## src/rtl/tov_pkg.sv

```systemverilog
package tov_pkg;

    typedef enum logic [1:0] {
        ADDR_COUNT = 2'd0,
        ADDR_CTRL  = 2'd1,
        ADDR_FLAG  = 2'd2,
        ADDR_MATCH = 2'd3
    } reg_addr_e;

    // Packed MSB first: bit3 wrap, bit2 fast clear, bit1 irq enable, bit0 run
    typedef struct packed {
        logic wrap_on_match;
        logic fast_clr;
        logic irq_en;
        logic run;
    } ctrl_t;

    localparam int CTRL_W = $bits(ctrl_t);

    typedef enum logic {
        FLG_CLEAR   = 1'b0,
        FLG_PENDING = 1'b1
    } flag_state_e;

endpackage

```

## src/rtl/tov_regs.sv

```systemverilog
module tov_regs
    import tov_pkg::*;
#(
    parameter int CNT_W = 16
) (
    input  logic             clk,
    input  logic             rst_n,
    input  logic             wr_en,
    input  reg_addr_e        addr,
    input  logic [CNT_W-1:0] wdata,
    output ctrl_t            ctrl,
    output logic [CNT_W-1:0] match_val
);

    always_ff @(posedge clk or negedge rst_n) begin
        if (!rst_n) begin
            ctrl      <= '0;
            match_val <= '0;
        end else if (wr_en) begin
            unique case (addr)
                ADDR_CTRL:  ctrl      <= ctrl_t'(wdata[CTRL_W-1:0]);
                ADDR_MATCH: match_val <= wdata;
                default: ;
            endcase
        end
    end

endmodule

```

## src/rtl/tov_counter.sv

```systemverilog
module tov_counter #(
    parameter int CNT_W = 16
) (
    input  logic             clk,
    input  logic             rst_n,
    input  logic             tick,
    input  logic             run,
    input  logic             wrap_on_match,
    input  logic [CNT_W-1:0] match_val,
    output logic [CNT_W-1:0] count,
    output logic             ovf_evt
);

    localparam logic [CNT_W-1:0] ALL_ONES = '1;

    logic advance;
    logic hit_match;
    logic suppress;

    assign advance   = run && tick;
    assign hit_match = wrap_on_match && (count == match_val);
    assign suppress  = wrap_on_match && (match_val == ALL_ONES);
    assign ovf_evt   = advance && (count == ALL_ONES) && !suppress;

    always_ff @(posedge clk or negedge rst_n) begin
        if (!rst_n) begin
            count <= '0;
        end else if (advance) begin
            if (hit_match) count <= '0;
            else           count <= count + 1'b1;
        end
    end

    p_hold_r2: assert property (@(posedge clk) disable iff (!rst_n)
        !(run && tick) |=> $stable(count));

    p_wrap_r3: assert property (@(posedge clk) disable iff (!rst_n)
        (run && tick && count == ALL_ONES) |=> (count == '0));

    p_match_r6: assert property (@(posedge clk) disable iff (!rst_n)
        (run && tick && wrap_on_match && count == match_val) |=> (count == '0));

    p_no_overflow_r7: assert property (@(posedge clk) disable iff (!rst_n)
        (wrap_on_match && match_val == ALL_ONES) |-> !ovf_evt);

endmodule

```

## src/rtl/tov_flag_fsm.sv

```systemverilog
module tov_flag_fsm
    import tov_pkg::*;
(
    input  logic clk,
    input  logic rst_n,
    input  logic ovf_evt,
    input  logic clr_req,
    output logic flag
);

    flag_state_e state, state_nx;

    always_comb begin
        state_nx = state;
        unique case (state)
            FLG_CLEAR:   if (ovf_evt) state_nx = FLG_PENDING;               // raise
            FLG_PENDING: if (clr_req && !ovf_evt) state_nx = FLG_CLEAR;     // ack; else hold-on-collision
            default:     state_nx = FLG_CLEAR;
        endcase
    end

    always_ff @(posedge clk or negedge rst_n) begin
        if (!rst_n) state <= FLG_CLEAR;
        else        state <= state_nx;
    end

    always_comb begin
        flag = 1'b0;
        unique case (state)
            FLG_CLEAR:   flag = 1'b0;
            FLG_PENDING: flag = 1'b1;
            default:     flag = 1'b0;
        endcase
    end

    p_set_wins_r9: assert property (@(posedge clk) disable iff (!rst_n)
        ovf_evt |=> flag);

    p_clear_r5: assert property (@(posedge clk) disable iff (!rst_n)
        (clr_req && !ovf_evt) |=> !flag);

    p_sticky_r10: assert property (@(posedge clk) disable iff (!rst_n)
        (flag && !clr_req) |=> flag);

endmodule

```

## src/rtl/tick_timer_ovf.sv

```systemverilog
module tick_timer_ovf
    import tov_pkg::*;
#(
    parameter int CNT_W = 16
) (
    input  logic             clk,
    input  logic             rst_n,
    input  logic             tick,
    input  logic             wr_en,
    input  logic             rd_en,
    input  logic [1:0]       addr,
    input  logic [CNT_W-1:0] wdata,
    output logic [CNT_W-1:0] rdata,
    output logic             irq
);

    reg_addr_e        reg_sel;
    ctrl_t            ctrl;
    logic [CNT_W-1:0] match_val;
    logic [CNT_W-1:0] count;
    logic             ovf_evt;
    logic             flag;
    logic             clr_req;

    assign reg_sel = reg_addr_e'(addr);

    tov_regs #(.CNT_W(CNT_W)) u_regs (
        .clk       (clk),
        .rst_n     (rst_n),
        .wr_en     (wr_en),
        .addr      (reg_sel),
        .wdata     (wdata),
        .ctrl      (ctrl),
        .match_val (match_val)
    );

    tov_counter #(.CNT_W(CNT_W)) u_cnt (
        .clk           (clk),
        .rst_n         (rst_n),
        .tick          (tick),
        .run           (ctrl.run),
        .wrap_on_match (ctrl.wrap_on_match),
        .match_val     (match_val),
        .count         (count),
        .ovf_evt       (ovf_evt)
    );

    // Clear sources: write-1 to flag, or fast-clear access to the count
    always_comb begin
        clr_req = 1'b0;
        unique case (reg_sel)
            ADDR_FLAG:  clr_req = wr_en && wdata[0];
            ADDR_COUNT: clr_req = ctrl.fast_clr && (wr_en || rd_en);
            default:    clr_req = 1'b0;
        endcase
    end

    tov_flag_fsm u_flag (
        .clk     (clk),
        .rst_n   (rst_n),
        .ovf_evt (ovf_evt),
        .clr_req (clr_req),
        .flag    (flag)
    );

    always_comb begin
        rdata = '0;
        unique case (reg_sel)
            ADDR_COUNT: rdata = count;
            ADDR_CTRL:  rdata = {{(CNT_W-CTRL_W){1'b0}}, ctrl};
            ADDR_FLAG:  rdata = {{(CNT_W-1){1'b0}}, flag};
            ADDR_MATCH: rdata = match_val;
            default:    rdata = '0;
        endcase
    end

    assign irq = flag && ctrl.irq_en;

    p_irq_mask_r4: assert property (@(posedge clk) disable iff (!rst_n)
        !ctrl.irq_en |-> !irq);

    p_count_wr_r2: assert property (@(posedge clk) disable iff (!rst_n)
        (wr_en && reg_sel == ADDR_COUNT && !tick) |=> $stable(count));

endmodule

```

## config.mk

```make
export PLATFORM = sky130hd
export DESIGN_NAME = tick_timer_ovf
export DESIGN_NICKNAME = d
export VERILOG_FILES = /design/src/rtl/tov_pkg.sv /design/src/rtl/tov_regs.sv /design/src/rtl/tov_counter.sv /design/src/rtl/tov_flag_fsm.sv /design/src/rtl/tick_timer_ovf.sv
export SDC_FILE = /design/constraint.sdc
export NUM_CORES = 1
export LEC_CHECK = 0
export ABC_CLOCK_PERIOD_IN_PS = 5200
export BUFFER_PORTS_ARGS = -buffer_cell sky130_fd_sc_hd__clkbuf_2
export CAP_MARGIN = 0
export CORE_MARGIN = 4
export CORE_UTILIZATION = 42
export DETAILED_ROUTE_END_ITERATION = 10
export SETUP_SLACK_MARGIN = 0.02
export SLEW_MARGIN = 30
export SYNTH_ARGS = -nofsm -noshare
export SYNTH_HDL_FRONTEND = slang
export SYNTH_SLANG_ARGS = --single-unit
```

## constraint.sdc

```tcl
create_clock -name clk -period 5.2 [get_ports clk]
set_clock_uncertainty 0.2 [all_clocks]
set_input_delay 0.26 -clock clk [delete_from_list [all_inputs] [get_ports clk]]
set_output_delay 0.26 -clock clk [all_outputs]
set_load 0.01 [all_outputs]
```

==> run metrics <==
run status completed; Inserted Clock Buffers 5; clock-pin slew reported for the worst setup and hold paths after clock tree synthesis roughly 0.070 ns; number of DRC markers after the initial detailed-route iteration 164; XOR/XNOR share of the synthesized area 9.274%; vias in the first global route approximately 1,800; share of the synthesized area in compound gates (AO/OA/AOI/OAI) between 10 and 15%; data required time at the worst endpoint 5.13 ns; critical path data arrival time 2.03 ns; WP buf/inv 0; f_max 0.4778 GHz; core region area between 4000 and 5000 um^2; deepest level of the CTS H-tree 2; final critical-path share of the clock period 40.25%; total of cells resized after clock tree synthesis 0; effective utilization at floorplan approximately 45%; number of top-level pins 40; maximum number of pins on one net before global-route repair 38; Async SR Flop Fraction 100.0%; maximum vdd drop 0.1719 mV; post-layout minimum cycle time 2.093 ns; post-placement cell area between 2000 and 2500 um^2; antenna violation net count after detailed routing 0; area enclosed by the die boundary roughly 6400 um^2; max capacitance violation total 0; iteration count of the initial detailed-routing pass 4; Syn Inst Count 212; biggest area contributors in the synthesized netlist sky130_fd_sc_hd__dfrtp_1, sky130_fd_sc_hd__mux2_2, sky130_fd_sc_hd__xor2_1, sky130_fd_sc_hd__a22o_1, sky130_fd_sc_hd__nand4_1; Synth Net Count about 240; accumulated negative setup slack 0 ns; main flop type after synthesis sky130_fd_sc_hd__dfrtp_1; wire length of the first global-routing pass slightly above 9 mm; slew at the pin with the worst max-slew slack around 0.79 ns; simple-gate share of the synthesized area 16.88%; average routed wire per standard cell between 15 and 20 um; Post-DP HPWL around 4.1 mm; Worst-Skew Late Latency between 0.2 and 0.3 ns; category of the critical setup timing path reg -> reg; path category of the worst min-delay check in -> reg; portion of netlist area occupied by mux cells roughly an eighth; worst slew margin relative to its limit 47.15%; P per Cell Area 301.5 nW/um^2; number of endpoints failing setup at the final stage 0; slowest stage cell, crit path sky130_fd_sc_hd__and2_1; most common cell after layout, fill and taps aside sky130_fd_sc_hd__clkbuf_2; total clock sinks 37; register bit count reported by yosys 37; final weighted congestion of routability-driven global placement between 0.8 and 0.9; post-detailed-route via-to-cell ratio 5.658; ordered cell list for the critical path and2_1 -> nand2_1 -> nor4_1 -> xnor2_1 -> a21oi_1; design area between 2000 and 3000 um^2; standard-cell row count 25; Critical Path Sink Type flop; Largest stage delay, worst path slightly above 0.6 ns; mean post-synth cell area 10.25 um^2; initial antenna violation count 0; Area Growth Syn to Fin 17.40%; distinct cell type count of the synthesized netlist 42; Total Routing Usage GR a little under a fifth; total wirelength of the detailed-routed design approximately 5.5 mm; setup repair after global routing missed its margin false; clk buf depth 2; post-CTS repair timing setup buffer count 0; Final Hold Vio Count 0; vias after detailed routing around 1,800; sequential fraction of the synthesis area 42.63%; TritonCTS clock tree done; die outline height 79.92 um; Synth top area share between 40% and 50%; CP top delay family simple AND/OR/NAND/NOR gates; Die Span X roughly 80 um; number of enable flip-flop cells after synthesis 0; Warnings, synthesis 0; post-detailed-route DRC marker count 0; share of final-layout standard cells stronger than drive strength 1 between 20 and 30%; kind of launch point of the worst setup path flop; leading cell types in the layout, fill and taps excluded sky130_fd_sc_hd__clkbuf_2, sky130_fd_sc_hd__dfrtp_1, sky130_fd_sc_hd__xor2_1; Post-Syn Area approximately 2200 um^2; worst-case setup margin in the final layout ~3.1 ns; # nets final approximately 280; total power about 770 uW; Synth Area in Adders less than 1%; largest family of logic cells by synthesized area simple AND/OR/NAND/NOR gates; Crit Path Max Fanout 20; global route total overflow 0; number of input and output port buffers inserted 39; clk root buf sky130_fd_sc_hd__clkbuf_8; static leakage approximately 0.0011 uW; dominant cell type by area after synthesis sky130_fd_sc_hd__dfrtp_1; number of max-slew violations in the final report 0; placement-stage worst setup slack approximately 3.1 ns; number of inserted diodes 0
## state kept, by name, indices dropped and copies added (netlist names)
name              cells
u_regs.ctrl           4
u_regs.match_val     16
u_cnt.count          16
u_flag.state          1
## power by group
group / internal [uW] / switching (uW)
registers: 328 / 65.3
clock network: 105 / 96.7
logic: 87.7 / 85.6
total: 521 / 248
## cells by family after synthesis
kind of cell,count (synthesis)
compound gates,44
xor+xnor,23
fa+ha+maj,1
buf+inv,17
flops,37
mux,24
simple gates,66
## cells in the mapped netlist (7+ instances only)
library cell,number
sky130_fd_sc_hd__a21oi_1,7
sky130_fd_sc_hd__xor2_1,21
sky130_fd_sc_hd__nand2_1,18
sky130_fd_sc_hd__buf_2,8
sky130_fd_sc_hd__o21ai_0,11
sky130_fd_sc_hd__mux2_2,20
sky130_fd_sc_hd__nand3_1,7
sky130_fd_sc_hd__nor2_1,9
sky130_fd_sc_hd__a22o_1,11
sky130_fd_sc_hd__dfrtp_1,37
sky130_fd_sc_hd__nand4_1,11
## what timing repair did
item	CTS	global route
endpoints found under the setup margin	0	0
hold endpoints to repair	45	0
hold buffers	9	0
## worst paths after layout
| path | slack, ns | cells past startpoint | from | end |
|---|---|---|---|---|
| worst min-delay path | 0.01 | 2 | wdata[14] | u_regs.match_val[14] |
| max in group asynchronous | 4.13 | 2 | rst_n | u_regs.match_val[12] |
| min in group asynchronous | 0.30 | 2 | rst_n | u_cnt.count[4] |
| worst min register to register | 0.34 | 2 | u_flag.state | u_flag.state |
| worst max register to register | 3.11 | 5 | u_regs.ctrl[0] | u_cnt.count[11] |
| worst max-delay path | 3.11 | 5 | u_regs.ctrl[0] | u_cnt.count[11] |
## layout make-up
class / instances / area (um^2)
Clock buffer: 7 / 86.33
Fill cell: 471 / 2330
Tap cell: 67 / 83.83
Multi-Input combinational cell: 158 / 1159
Sequential cell: 37 / 925.9
Timing Repair Buffer: 48 / 287.8
Inverter: 2 / 7.507
## metal layers
metal	wire length, um	track usage [%]	up-vias
li1	-	-	851
met2	2533	28.73	53
met1	2622	26.14	891
met4	97	7.601	0
met5	0	0	-
met3	258	3.612	10
## through the flow
| step | utilization [%] | hold slack [ns] | cells |
|---|---|---|---|
| detailed placement | 48.64 | 0.09818 | 303 |
| global route | 52.26 | 0.006332 | 319 |
| finish | 52.26 | 0.01273 | 319 |
| floorplan | - | -0.2356 | 212 |
| global placement | 48.59 | 0.2595 | 303 |
| CTS | 52.26 | 0.0003195 | 319 |
No activity file was read; power rests on OpenSTA's default activity.
